<file path="src/rtl/thermal_gate_pkg.sv">
package thermal_gate_pkg;
  typedef enum logic [2:0] {
    Z_FORBID = 3'd0, Z_COOL = 3'd1, Z_NORM = 3'd2, Z_WARM = 3'd3, Z_HOT = 3'd4
  } zone_e;

  typedef enum logic [2:0] {
    A_NORMAL = 3'd0, A_DERATE = 3'd1, A_STRONG = 3'd2,
    A_PAUSE  = 3'd3, A_ABORT  = 3'd4, A_REFUSE = 3'd5
  } act_e;

  typedef enum logic [2:0] {
    RS_NONE = 3'd0, RS_ZONE = 3'd1, RS_RATE = 3'd2,
    RS_RATE_REPEAT = 3'd3, RS_SENSOR = 3'd4
  } rsn_e;
endpackage

</file>
<file path="src/rtl/thermal_zone_track.sv">
module thermal_zone_track
  import thermal_gate_pkg::*;
#(
  parameter int W = 10
) (
  input  logic                clk,
  input  logic                rst_n,
  input  logic                clr,
  input  logic                upd,
  input  logic signed [W-1:0] t,
  input  logic signed [W-1:0] th_cold,
  input  logic signed [W-1:0] th_cool,
  input  logic signed [W-1:0] th_hot,
  input  logic signed [W-1:0] th_abort,
  input  logic signed [W-1:0] hyst,
  output zone_e               zone_nx
);
  zone_e zq;
  logic  have;

  function automatic zone_e classify(input logic signed [W:0] v,
                                     input logic signed [W:0] c0, c1, c2, c3);
    if (v < c0)       return Z_FORBID;
    else if (v < c1)  return Z_COOL;
    else if (v < c2)  return Z_NORM;
    else if (v <= c3) return Z_WARM;
    else              return Z_HOT;
  endfunction

  logic signed [W:0] tx, hx, c0, c1, c2, c3;
  zone_e raw, lo_side, hi_side;

  always_comb begin
    tx = {t[W-1], t};
    hx = {hyst[W-1], hyst};
    c0 = {th_cold[W-1], th_cold};
    c1 = {th_cool[W-1], th_cool};
    c2 = {th_hot[W-1], th_hot};
    c3 = {th_abort[W-1], th_abort};
    raw     = classify(tx, c0, c1, c2, c3);
    lo_side = classify(tx - hx, c0, c1, c2, c3);
    hi_side = classify(tx + hx, c0, c1, c2, c3);
    if (!have)          zone_nx = raw;
    else if (raw > zq)  zone_nx = (lo_side > zq) ? lo_side : zq;
    else if (raw < zq)  zone_nx = (hi_side < zq) ? hi_side : zq;
    else                zone_nx = zq;
  end

  always_ff @(posedge clk or negedge rst_n) begin
    if (!rst_n) begin
      zq   <= Z_NORM;
      have <= 1'b0;
    end else if (clr) begin
      zq   <= Z_NORM;
      have <= 1'b0;
    end else if (upd) begin
      zq   <= zone_nx;
      have <= 1'b1;
    end
  end
endmodule

</file>
<file path="src/rtl/thermal_rate_window.sv">
module thermal_rate_window #(
  parameter int W     = 10,
  parameter int DEPTH = 4
) (
  input  logic                clk,
  input  logic                rst_n,
  input  logic                clr,
  input  logic                upd,
  input  logic signed [W-1:0] t,
  input  logic signed [W-1:0] lim,
  output logic                viol
);
  localparam int FW = $clog2(DEPTH + 1);

  logic signed [W-1:0] hist [DEPTH];
  logic [FW-1:0]       fill;

  generate
    for (genvar i = 0; i < DEPTH; i++) begin : g_stage
      if (i == 0) begin : g_head
        always_ff @(posedge clk or negedge rst_n) begin
          if (!rst_n)   hist[i] <= '0;
          else if (clr) hist[i] <= '0;
          else if (upd) hist[i] <= t;
        end
      end else begin : g_tail
        always_ff @(posedge clk or negedge rst_n) begin
          if (!rst_n)   hist[i] <= '0;
          else if (clr) hist[i] <= '0;
          else if (upd) hist[i] <= hist[i-1];
        end
      end
    end
  endgenerate

  always_ff @(posedge clk or negedge rst_n) begin
    if (!rst_n)                                fill <= '0;
    else if (clr)                              fill <= '0;
    else if (upd && fill != FW'(DEPTH))        fill <= fill + 1'b1;
  end

  logic signed [W:0] rise, limx;
  always_comb begin
    rise = {t[W-1], t} - {hist[DEPTH-1][W-1], hist[DEPTH-1]};
    limx = {lim[W-1], lim};
    viol = (fill == FW'(DEPTH)) && (rise > limx);
  end
endmodule

</file>
<file path="src/rtl/thermal_gate_seq.sv">
module thermal_gate_seq
  import thermal_gate_pkg::*;
#(
  parameter int CW = 8
) (
  input  logic          clk,
  input  logic          rst_n,
  input  logic          clr,
  input  logic          accept,
  input  zone_e         zone,
  input  logic          viol,
  input  logic          fault,
  input  logic          active,
  input  logic [CW-1:0] viol_max,
  input  logic [CW-1:0] dwell_len,
  output logic          res_valid,
  output act_e          res_act,
  output rsn_e          res_rsn,
  output logic [1:0]    res_scale,
  output logic          paused_q,
  output logic          abort_q
);
  rsn_e          abort_rsn_q;
  logic [CW-1:0] vcnt, dwell;
  act_e          nx_act;
  rsn_e          nx_rsn;
  logic          set_abort, safe, done;
  logic [CW:0]   vinc;
  logic [1:0]    nx_scale;

  always_comb begin
    safe      = (zone == Z_COOL || zone == Z_NORM || zone == Z_WARM) && !viol;
    done      = safe && ({1'b0, dwell} + 1'b1 >= {1'b0, dwell_len});
    vinc      = {1'b0, vcnt} + 1'b1;
    set_abort = 1'b0;
    nx_act    = A_NORMAL;
    nx_rsn    = RS_NONE;
    if (abort_q) begin
      nx_act = A_ABORT;  nx_rsn = abort_rsn_q;
    end else if (zone == Z_HOT) begin
      nx_act = A_ABORT;  nx_rsn = RS_ZONE;  set_abort = 1'b1;
    end else if (viol && vinc >= {1'b0, viol_max}) begin
      nx_act = A_ABORT;  nx_rsn = RS_RATE_REPEAT;  set_abort = 1'b1;
    end else if (zone == Z_FORBID) begin
      nx_rsn = RS_ZONE;
      if (active) begin nx_act = A_ABORT; set_abort = 1'b1; end
      else        nx_act = A_REFUSE;
    end else if (viol || (paused_q && !done)) begin
      nx_act = A_PAUSE;  nx_rsn = RS_RATE;
    end else begin
      unique case (zone)
        Z_COOL:  nx_act = A_DERATE;
        Z_NORM:  nx_act = A_NORMAL;
        default: nx_act = A_STRONG;
      endcase
      if (fault)               nx_rsn = RS_SENSOR;
      else if (zone != Z_NORM) nx_rsn = RS_ZONE;
    end
    unique case (nx_act)
      A_NORMAL: nx_scale = 2'd3;
      A_DERATE: nx_scale = 2'd2;
      A_STRONG: nx_scale = 2'd1;
      default:  nx_scale = 2'd0;
    endcase
  end

  always_ff @(posedge clk or negedge rst_n) begin
    if (!rst_n) begin
      res_valid <= 1'b0;  res_act <= A_NORMAL;  res_rsn <= RS_NONE;  res_scale <= 2'd0;
      paused_q  <= 1'b0;  abort_q <= 1'b0;      abort_rsn_q <= RS_NONE;
      vcnt      <= '0;    dwell   <= '0;
    end else if (clr) begin
      res_valid <= 1'b0;
      paused_q  <= 1'b0;  abort_q <= 1'b0;      abort_rsn_q <= RS_NONE;
      vcnt      <= '0;    dwell   <= '0;
    end else begin
      res_valid <= accept;
      if (accept) begin
        res_act   <= nx_act;
        res_rsn   <= nx_rsn;
        res_scale <= nx_scale;
        if (!abort_q) begin
          if (viol || !safe)       dwell <= '0;
          else if (dwell < dwell_len) dwell <= dwell + 1'b1;
          if (viol)                vcnt <= vinc[CW-1:0];
          else if (done)           vcnt <= '0;
          if (viol)                paused_q <= 1'b1;
          else if (done)           paused_q <= 1'b0;
          if (set_abort) begin
            abort_q     <= 1'b1;
            abort_rsn_q <= nx_rsn;
          end
        end
      end
    end
  end
endmodule

</file>
<file path="src/rtl/thermal_gate.sv">
module thermal_gate
  import thermal_gate_pkg::*;
#(
  parameter int TW        = 10,
  parameter int RATE_WIN  = 4,
  parameter int CW        = 8,
  parameter int DEF_COLD  = 0,
  parameter int DEF_COOL  = 10,
  parameter int DEF_HOT   = 45,
  parameter int DEF_ABORT = 55,
  parameter int DEF_HYST  = 2,
  parameter int DEF_RATE  = 6,
  parameter int DEF_VMAX  = 3,
  parameter int DEF_DWELL = 5
) (
  input  logic                 clk,
  input  logic                 rst_n,
  input  logic                 active,
  input  logic                 cfg_load,
  input  logic signed [TW-1:0] cfg_cold,
  input  logic signed [TW-1:0] cfg_cool,
  input  logic signed [TW-1:0] cfg_hot,
  input  logic signed [TW-1:0] cfg_abort,
  input  logic signed [TW-1:0] cfg_hyst,
  input  logic signed [TW-1:0] cfg_rate,
  input  logic [CW-1:0]        cfg_viol_max,
  input  logic [CW-1:0]        cfg_dwell,
  input  logic                 smp_valid,
  output logic                 smp_ready,
  input  logic signed [TW-1:0] smp_temp,
  input  logic                 smp_fault,
  input  logic signed [TW-1:0] red_temp,
  input  logic                 red_ok,
  output logic                 act_valid,
  output logic [2:0]           action,
  output logic [2:0]           reason,
  output logic [1:0]           scale,
  output logic                 resume_ok,
  output logic                 abort_flag
);
  logic signed [TW-1:0] th_cold, th_cool, th_hot, th_abort, th_hyst, th_rate;
  logic [CW-1:0]        th_vmax, th_dwell;
  logic                 ld, accept, blind, upd, viol_raw, viol, paused_q, abort_q;
  logic signed [TW-1:0] tsel;
  zone_e                zone_nx, zone_eff;
  act_e                 res_act;
  rsn_e                 res_rsn;

  assign ld        = cfg_load && !active;
  assign smp_ready = !ld;
  assign accept    = smp_valid && smp_ready;
  assign blind     = smp_fault && !red_ok;
  assign tsel      = (smp_fault && red_ok) ? red_temp : smp_temp;
  assign upd       = accept && !blind;
  assign zone_eff  = blind ? Z_WARM : zone_nx;
  assign viol      = viol_raw && !blind;

  always_ff @(posedge clk or negedge rst_n) begin
    if (!rst_n) begin
      th_cold  <= TW'(DEF_COLD);   th_cool <= TW'(DEF_COOL);
      th_hot   <= TW'(DEF_HOT);    th_abort <= TW'(DEF_ABORT);
      th_hyst  <= TW'(DEF_HYST);   th_rate <= TW'(DEF_RATE);
      th_vmax  <= CW'(DEF_VMAX);   th_dwell <= CW'(DEF_DWELL);
    end else if (ld) begin
      th_cold  <= cfg_cold;        th_cool <= cfg_cool;
      th_hot   <= cfg_hot;         th_abort <= cfg_abort;
      th_hyst  <= cfg_hyst;        th_rate <= cfg_rate;
      th_vmax  <= cfg_viol_max;    th_dwell <= cfg_dwell;
    end
  end

  thermal_zone_track #(.W(TW)) u_zone (
    .clk(clk), .rst_n(rst_n), .clr(ld), .upd(upd), .t(tsel),
    .th_cold(th_cold), .th_cool(th_cool), .th_hot(th_hot), .th_abort(th_abort),
    .hyst(th_hyst), .zone_nx(zone_nx)
  );

  thermal_rate_window #(.W(TW), .DEPTH(RATE_WIN)) u_rate (
    .clk(clk), .rst_n(rst_n), .clr(ld), .upd(upd), .t(tsel),
    .lim(th_rate), .viol(viol_raw)
  );

  thermal_gate_seq #(.CW(CW)) u_seq (
    .clk(clk), .rst_n(rst_n), .clr(ld), .accept(accept), .zone(zone_eff),
    .viol(viol), .fault(smp_fault), .active(active),
    .viol_max(th_vmax), .dwell_len(th_dwell),
    .res_valid(act_valid), .res_act(res_act), .res_rsn(res_rsn), .res_scale(scale),
    .paused_q(paused_q), .abort_q(abort_q)
  );

  assign action     = res_act;
  assign reason     = res_rsn;
  assign abort_flag = abort_q;
  assign resume_ok  = !paused_q && !abort_q;
endmodule

</file>
<file path="config.mk">
export PLATFORM = sky130hd
export DESIGN_NAME = thermal_gate
export DESIGN_NICKNAME = d
export VERILOG_FILES = /design/src/rtl/thermal_gate_pkg.sv /design/src/rtl/thermal_zone_track.sv /design/src/rtl/thermal_rate_window.sv /design/src/rtl/thermal_gate_seq.sv /design/src/rtl/thermal_gate.sv
export SDC_FILE = /design/constraint.sdc
export NUM_CORES = 1
export LEC_CHECK = 0
export CORE_MARGIN = 1
export CORE_UTILIZATION = 35
export CTS_CLUSTER_DIAMETER = 30
export DETAILED_ROUTE_END_ITERATION = 10
export GPL_TIMING_DRIVEN = 0
export PLACE_DENSITY = 0.61
export SLEW_MARGIN = 20
export SYNTH_ARGS = -nofsm -noshare
export SYNTH_HDL_FRONTEND = slang
export SYNTH_SLANG_ARGS = --single-unit
</file>
<file path="constraint.sdc">
create_clock -name clk -period 17.92 [get_ports clk]
set_clock_uncertainty 0.05 [all_clocks]
set_input_delay 3.584 -clock clk [delete_from_list [all_inputs] [get_ports clk]]
set_output_delay 3.584 -clock clk [all_outputs]
set_load 0.02 [all_outputs]
</file>
==> summary.md, run 1 <==
| Metric | Value |
|---|---|
| Status | completed |
| Fmax | between 80 and 90 MHz |
| CTS Hold Buffers Added | 0 |
| Commonest non-fill, non-tap cell in the layout | nand2_1 |
| Synthesized flop and latch total | ~150 |
| First-pass GRT wire length | ~54,000 um |
| Synth warn | 0 |
| Period Utilization, post-route | 0.681 |
| DP HPWL | around 27,000 um |
| Clock transition at path regs | 0.07 ns |
| Inst Count DP | around 1,900 |
| Remaining DRCs | 0 |
| DR WL/cell | around 18 um |
| Port buffer count | about 110 |
| Mapped Avg Cell Area | about 8.8 um2 |
| RSZ-0062 raised after global routing | no |
| Post-synth EDFFs | 0 |
| Most frequent cells in the layout | nand2_1, ha_1, dfrtp_1 |
| Placer Congestion | approximately 0.91 |
| Post-Synthesis Cells | ~1,300 |
| Largest net degree at the start of global routing | 93 |
| CP startpoint kind | input port |
| CP endpoint kind | register |
| Finished Layout Cells | around 1,900 |
| Tot GR Track Use | 0.209 |
| R2R Path End | u_seq.dwell[0] |
| CTS Sinks | around 150 |
| Area Growth Syn to Fin | 20.3% |
| Total number of vias | 10,100 |
| Worst Setup Path Type | in2reg |
| Reg2Reg Depth | 27 |
| Relative slew slack | 0.402 |
| Synth Area in XOR/XNOR | 0.0243 |
| Cell Pwr Density | 119 nW/um2 |
| Iteration-0 DRC Markers | 659 |
| Area fraction in compound gates after synthesis | 0.189 |
| Vias in the first global route | 9,963 |
| Cell mode on critical path | a21oi_1 |
| Seq/Total Area, Yosys | 0.333 |
| Initial Util | 0.355 |
| Final setup violation count | 0 |
| End of the critical path | u_seq.dwell[0] |
| Post-Synth Adder-Cell Area | 0.216 |
| Static Leak | between 0.006 and 0.007 uW |
| Max rail drop VDD | slightly above 80 uV |
| Detailed Routing Iterations Pass 1 | 7 |
| Least-Margin Pin Slew | ~0.9 ns |
| DRT antenna net count | 0 |
| Routed wire length | 34,700 um |
| Final Hold Vio Count | 0 |
| Distinct cells, synth | 81 |
| Die area | roughly 34,000 um2 |
| Core Rows | between 60 and 70 |
| Max Fanout on Critical Path | 9 |
| Crit path time final | between 10 and 15 ns |
| Latest clock arrival within the worst-skew pair | about 0.44 ns |
| Class of the worst hold path | reg2reg |
| Die Height | between 150 and 200 um |
| CP max-delay cell | clkdlybuf4s50_1 |
| Max-slew violations | 0 |
| Clk root buf | clkbuf_16 |
| Via density per instance | 5.31 |
| Combinational family with the most area after synthesis | adder cells |
| CTS Buf Count | 17 |
| CTS resizes | 0 |
| Syn Nets | roughly 1,600 |
| Critical Path RT | 18.25 ns |
| Antenna Cells | 0 |
| Setup TNS | 0 ns |
| H-tree depth | 4 |
| Asr flop ratio synth | 1.00 |
| TritonCTS clock tree | yes |
| Layout cells sized above 1 | 0.0535 |
| CP max stage delay | 0.68 ns |
| Crit. Startpoint | smp_fault |
| Post-CTS setup buffers | 0 |
| FF-to-FF Start | th_hyst[1] |
| Nets | between 1,500 and 2,000 |
| Top Ports | ~120 |
| Worst reg-to-reg setup slack | 10.29 ns |
| Post-synth top flop | dfrtp_1 |
| Max cap viols | 0 |
| Synthesized cell area | between 10,000 and 15,000 um2 |
| Crit path DAT | 12.54 ns |
| Core region area | about 33,000 um2 |
| Die width | 184 um |
| Multiplexer share of the synthesized area | 0.0115 |
| Synth Area in Simple Gates | 0.172 |
| Initial antenna violation count | 0 |
| Gr ovfl total | 0 |
| Worst-case clock buffer depth | 2 |
[logic make-up after synthesis]
logic type / count (synthesis)
flops: 153
compound gates: 335
simple gates: 420
fa+ha+maj: 198
mux: 12
xor+xnor: 32
buf+inv: 162
[flip-flops by register name, indices dropped and copies added (netlist names), 8 cells and up]
signal,cells
th_vmax,8
u_rate.hist,40
th_hyst,10
th_abort,10
th_cold,10
th_cool,10
th_dwell,8
u_seq.dwell,8
th_hot,10
u_seq.vcnt,8
th_rate,10
[worst max-delay path: cells and delay by family]
kind / cells / cell delay (ns)
AOI/OAI and AO/OA: 13 / 3.61
adders and majority gates: 3 / 1.06
buffers and inverters: 3 / 1.15
muxes: 2 / 0.82
and+or+nand+nor: 8 / 1.80
xor gates and xnor gates: 1 / 0.48
[metal layers]
| metal | part of all wire | vias up | track usage |
|---|---|---|---|
| li1 | - | 4916 | - |
| met1 | 0.46 | 4849 | 0.273 |
| met2 | 0.47 | 280 | 0.351 |
| met3 | 0.049 | 46 | 0.0380 |
| met4 | 0.021 | 0 | 0.0627 |
| met5 | 0 | - | 0 |
[final cells by class]
cell class / count / area [um2]
clock inverters: 14 / 188
plain buffers: 39 / 150
multi-input cells: 997 / 7090
clock buffers: 18 / 429
well taps: 442 / 553
inverters: 123 / 462
repair buffers: 115 / 1170
flip-flops and latches: 153 / 3850
fillers: 3258 / 18600
[cells in the mapped netlist (4+ instances only)]
library cell | number | area, um2
a21oi_1 | 61 | 305
a31o_1 | 7 | 61.3
nand3_1 | 43 | 215
and2_1 | 4 | 25.0
nor3_1 | 12 | 60.1
o21ai_1 | 15 | 75.1
and3_1 | 7 | 43.8
a21o_1 | 17 | 128
o211ai_1 | 9 | 67.6
nor2b_1 | 20 | 125
nor2_1 | 48 | 180
nor4b_1 | 7 | 61.3
dfrtp_1 | 134 | 3350
clkbuf_1 | 33 | 124
mux2_2 | 10 | 113
xor2_1 | 8 | 70.1
a22o_1 | 7 | 61.3
inv_1 | 121 | 454
nand4_1 | 14 | 87.6
or3_1 | 4 | 25.0
a32o_1 | 5 | 50.1
a31oi_1 | 11 | 68.8
xnor2_1 | 24 | 210
nand2b_1 | 19 | 119
o21a_1 | 14 | 105
o21ai_0 | 110 | 551
dfstp_2 | 19 | 499
nand2_1 | 216 | 811
and4_1 | 5 | 43.8
o21bai_1 | 10 | 75.1
o31ai_1 | 16 | 120
a211oi_1 | 8 | 60.1
nor4bb_1 | 4 | 40.0
ha_1 | 195 | 2440
[worst min-delay path by stage]
stage | startpoint | to | slack (ns) | cells after the start
after global routing | u_rate.hist[39] | u_rate.hist[29] | 0.45 | 2
after CTS | u_rate.hist[27] | u_rate.hist[17] | 0.42 | 2
final | th_vmax[0] | th_vmax[0] | 0.42 | 2
after global placement | u_rate.hist[34] | u_rate.hist[24] | 0.40 | 2
after floorplan | u_rate.hist[10] | u_rate.hist[0] | 0.39 | 2
after detailed placement | u_rate.hist[32] | u_rate.hist[22] | 0.40 | 2
[metrics by stage]
stage	hold WS, ns	utilization	area [um2]	power, uW	setup slack, ns
after floorplan	0.388	-	11600	1020	8.06
after global placement	0.399	0.407	13300	1240	5.59
after detailed placement	0.399	0.408	13300	1260	5.40
after CTS	0.418	0.427	13900	1660	5.84
after global routing	0.445	0.427	13900	1780	5.22
final	0.415	0.427	13900	1660	5.71
[report_power, final]
group,internal [uW],total [uW],switching (uW)
registers,399,430,31.1
clock network,224,389,166
logic,340,842,502
total,962,1660,699
Note: power is estimated with default switching activity, not from simulation.
==> run 2, diff against run 1 <==
- clock period: 17.92 -> 12.2 ns (I/O delays scaled with it)
==> results of run 2 <==
The final DEF is identical to that of run 1. Status: completed.
Main changes from that run: setup slack after placement 5.40 ns -> 0.819 ns; setup slack after layout 5.71 ns -> 1.13 ns; register-to-register setup slack 10.29 ns -> 4.57 ns; total power 1660 uW -> 2440 uW; worst IR drop on VDD 82.1 uV -> 121 uV
==> run 3, diff against run 2 <==
- CORE_UTILIZATION: 35 -> 55
- PLACE_DENSITY: 0.61 -> 0.85
==> run 3 against run 2 <==
Net effect: power down 1.7%; die area is 36% lower; cell count fell by 9.0%; combinational power barely moved; maximum frequency increased by 0.97%; hold slack got worse by 0.0034 ns; count of clock-buffer cells in the layout up 1; routed wire length decreased by 7.6%; via count up 2.4%; critical path depth unchanged; critical endpoint unchanged; largest cell class unchanged.
==> summary.md, run 3 (synthesized netlist as in run 1, its figures left out) <==
| Metric | Value |
|---|---|
| Iteration-0 DRC Markers | 715 (+8.5%) |
| Die Height | 147 um (-20%) |
| Worst-case clock buffer depth | 2 (unchanged) |
| CP endpoint kind | register |
| Commonest non-fill, non-tap cell in the layout | nand2_1 |
| CTS resizes | 0 (unchanged) |
| Clock transition at path regs | 0.07 ns (about the same) |
| Routed wire length | 32,000 um (-7.6%) |
| Placer Congestion | 0.997 (+9.0%) |
| Final Core Density | 0.668 (+0.240) |
| Final setup violation count | 0 (unchanged) |
| Worst hold start | th_vmax[0] |
| CP bufs+invs | 3 (unchanged) |
| Max cap viols | 0 (unchanged) |
| Hold Slack | 0.412 ns (-0.00343 ns) |
| Crit path time final | approximately 11 ns |
| Max-slew violations | 0 (unchanged) |
| Nets | 1,747 (unchanged) |
| Filler instances | 1,625 (-50%) |
| Worst reg-to-reg setup slack | 4.49 ns |
| Reg2Reg Depth | 27 (unchanged) |
| Cell area after layout | 13,600 um2 (-1.9%) |
| CP startpoint kind | input port |
| TritonCTS clock tree | yes |
| Cell mode on critical path | a21oi_1 |
| Area Growth Syn to Fin | 18.0% |
| Status | completed |
| Cell Pwr Density | 176 nW/um2 |
| Core Rows | 52 (-21%) |
| Setup TNS | 0 ns (unchanged) |
| Tot GR Track Use | 0.307 (+0.0971) |
| Gr ovfl total | 0 (unchanged) |
| CP max stage delay | 0.66 ns (-0.02 ns) |
| Hold Path Depth | 2 (unchanged) |
| Max Fanout on Critical Path | 9 (unchanged) |
| Largest reg by FF count | u_rate.hist |
| H-tree depth | 4 (unchanged) |
| Antenna Cells | 0 (unchanged) |
| Initial Util | 0.566 (+0.211) |
| Class of the worst hold path | reg2reg |
| Initial antenna violation count | 0 (unchanged) |
| WHS Endpoint | th_vmax[0] |
| DP HPWL | 24,400 um (-8.3%) |
| DRT antenna net count | 0 (unchanged) |
| Remaining DRCs | 0 (unchanged) |
| CTS Sinks | 153 (unchanged) |
| Die area | 21,600 um2 (-36%) |
| Crit path DAT | ~11 ns |
| RSZ-0062 raised after global routing | no |
| Max rail drop VDD | 125 uV |
| Most frequent cells in the layout | nand2_1, ha_1, dfrtp_1 |
| Dpl cell area | 13,100 um2 (-1.6%) |
| DR WL/cell | 18.5 um (+1.6%) |
| Layout cells sized above 1 | 0.0535 (unchanged) |
| Fmax | just over 90 MHz |
| First-pass GRT wire length | 51,700 um (-3.9%) |
| Largest net degree at the start of global routing | 95 (+2.2%) |
| Relative slew slack | 0.422 (+0.0207) |
| CTS Hold Buffers Added | 0 (unchanged) |
| FF-to-FF Start | th_hyst[1] |
| Core region area | 20,400 um2 (-37%) |
| Critical Path RT | approximately 13 ns |
| Post-CTS setup buffers | 0 (unchanged) |
| Total number of vias | 10,300 (+2.4%) |
| Vias in the first global route | 10,300 (+3.3%) |
| Latest clock arrival within the worst-skew pair | 0.44 ns (about the same) |
| Final Hold Vio Count | 0 (unchanged) |
| Port buffer count | 114 (unchanged) |
| CP max-delay cell | clkdlybuf4s50_1 |
| CTS Buf Count | 17 (unchanged) |
| R2R Path End | u_seq.dwell[0] |
| Clk root buf | clkbuf_16 |
| Static Leak | 0.00646 uW (-0.15%) |
| Period Utilization, post-route | 0.898 |
| Worst Setup Path Type | in2reg |
| Least-Margin Pin Slew | 0.863 ns (-0.0351 ns) |
| Die width | 147 um (-20%) |
| Top Ports | 115 (unchanged) |
| Detailed Routing Iterations Pass 1 | 6 (-1) |
| Max reg flops | 40 (unchanged) |
| Via density per instance | 5.97 (+13%) |
| Top delay family on crit path | compound AO/OA/AOI/OAI gates |
-- run 3: how the worst max path moves through the flow --
stage,slack (ns),cells after the start,from,to
floorplan,3.48,29,red_ok,u_seq.dwell[0]
global placement,1.35,30,smp_fault,u_seq.dwell[0]
detailed placement,1.01,30,smp_fault,u_seq.dwell[0]
CTS,1.43,30,smp_fault,u_seq.dwell[0]
global route,0.83,30,smp_fault,u_seq.dwell[0]
finish,1.24,30,smp_fault,u_seq.dwell[0]
-- run 3: cell type report --
class / instances / area (um2) / share of cell area
buffer: 39 / 150 / 0.0110
clock buffer: 19 / 443 / 0.0325
clock inverter: 13 / 129 / 0.00945
inverter: 123 / 462 / 0.0338
multi-input combinational: 997 / 7090 / 0.520
sequential: 153 / 3850 / 0.282
tap: 270 / 338 / 0.0248
timing repair buffer: 115 / 1170 / 0.0860
-- run 3: metal layers --
layer | part of all wire | global-route usage
met1 | 0.41 | 0.382
met2 | 0.48 | 0.516
met3 | 0.062 | 0.0488
met4 | 0.048 | 0.155
met5 | 0 | 0
-- run 3: tightest hold or removal path, delay by kind of cell, from the launching register on --
family	cells	cell delay (ns)
AND/OR/NAND/NOR	2	0.09
flip-flops	1	0.37
-- run 3: report_power, final --
group | switching [uW] | internal, uW | leakage (uW)
Combinational | 738 | 502 | 0.00424
Sequential | 44.5 | 586 | 0.00193
Clock | 236 | 293 | 0.000288
-- run 3: stage by stage --
| step | setup slack [ns] | total power [uW] | instances |
|---|---|---|---|
| after floorplan | 3.48 | 1490 | 1312 |
| after global placement | 1.35 | 1790 | 1696 |
| after detailed placement | 1.01 | 1840 | 1697 |
| after CTS | 1.43 | 2380 | 1729 |
| after global routing | 0.828 | 2560 | 1729 |
| final | 1.24 | 2400 | 1729 |
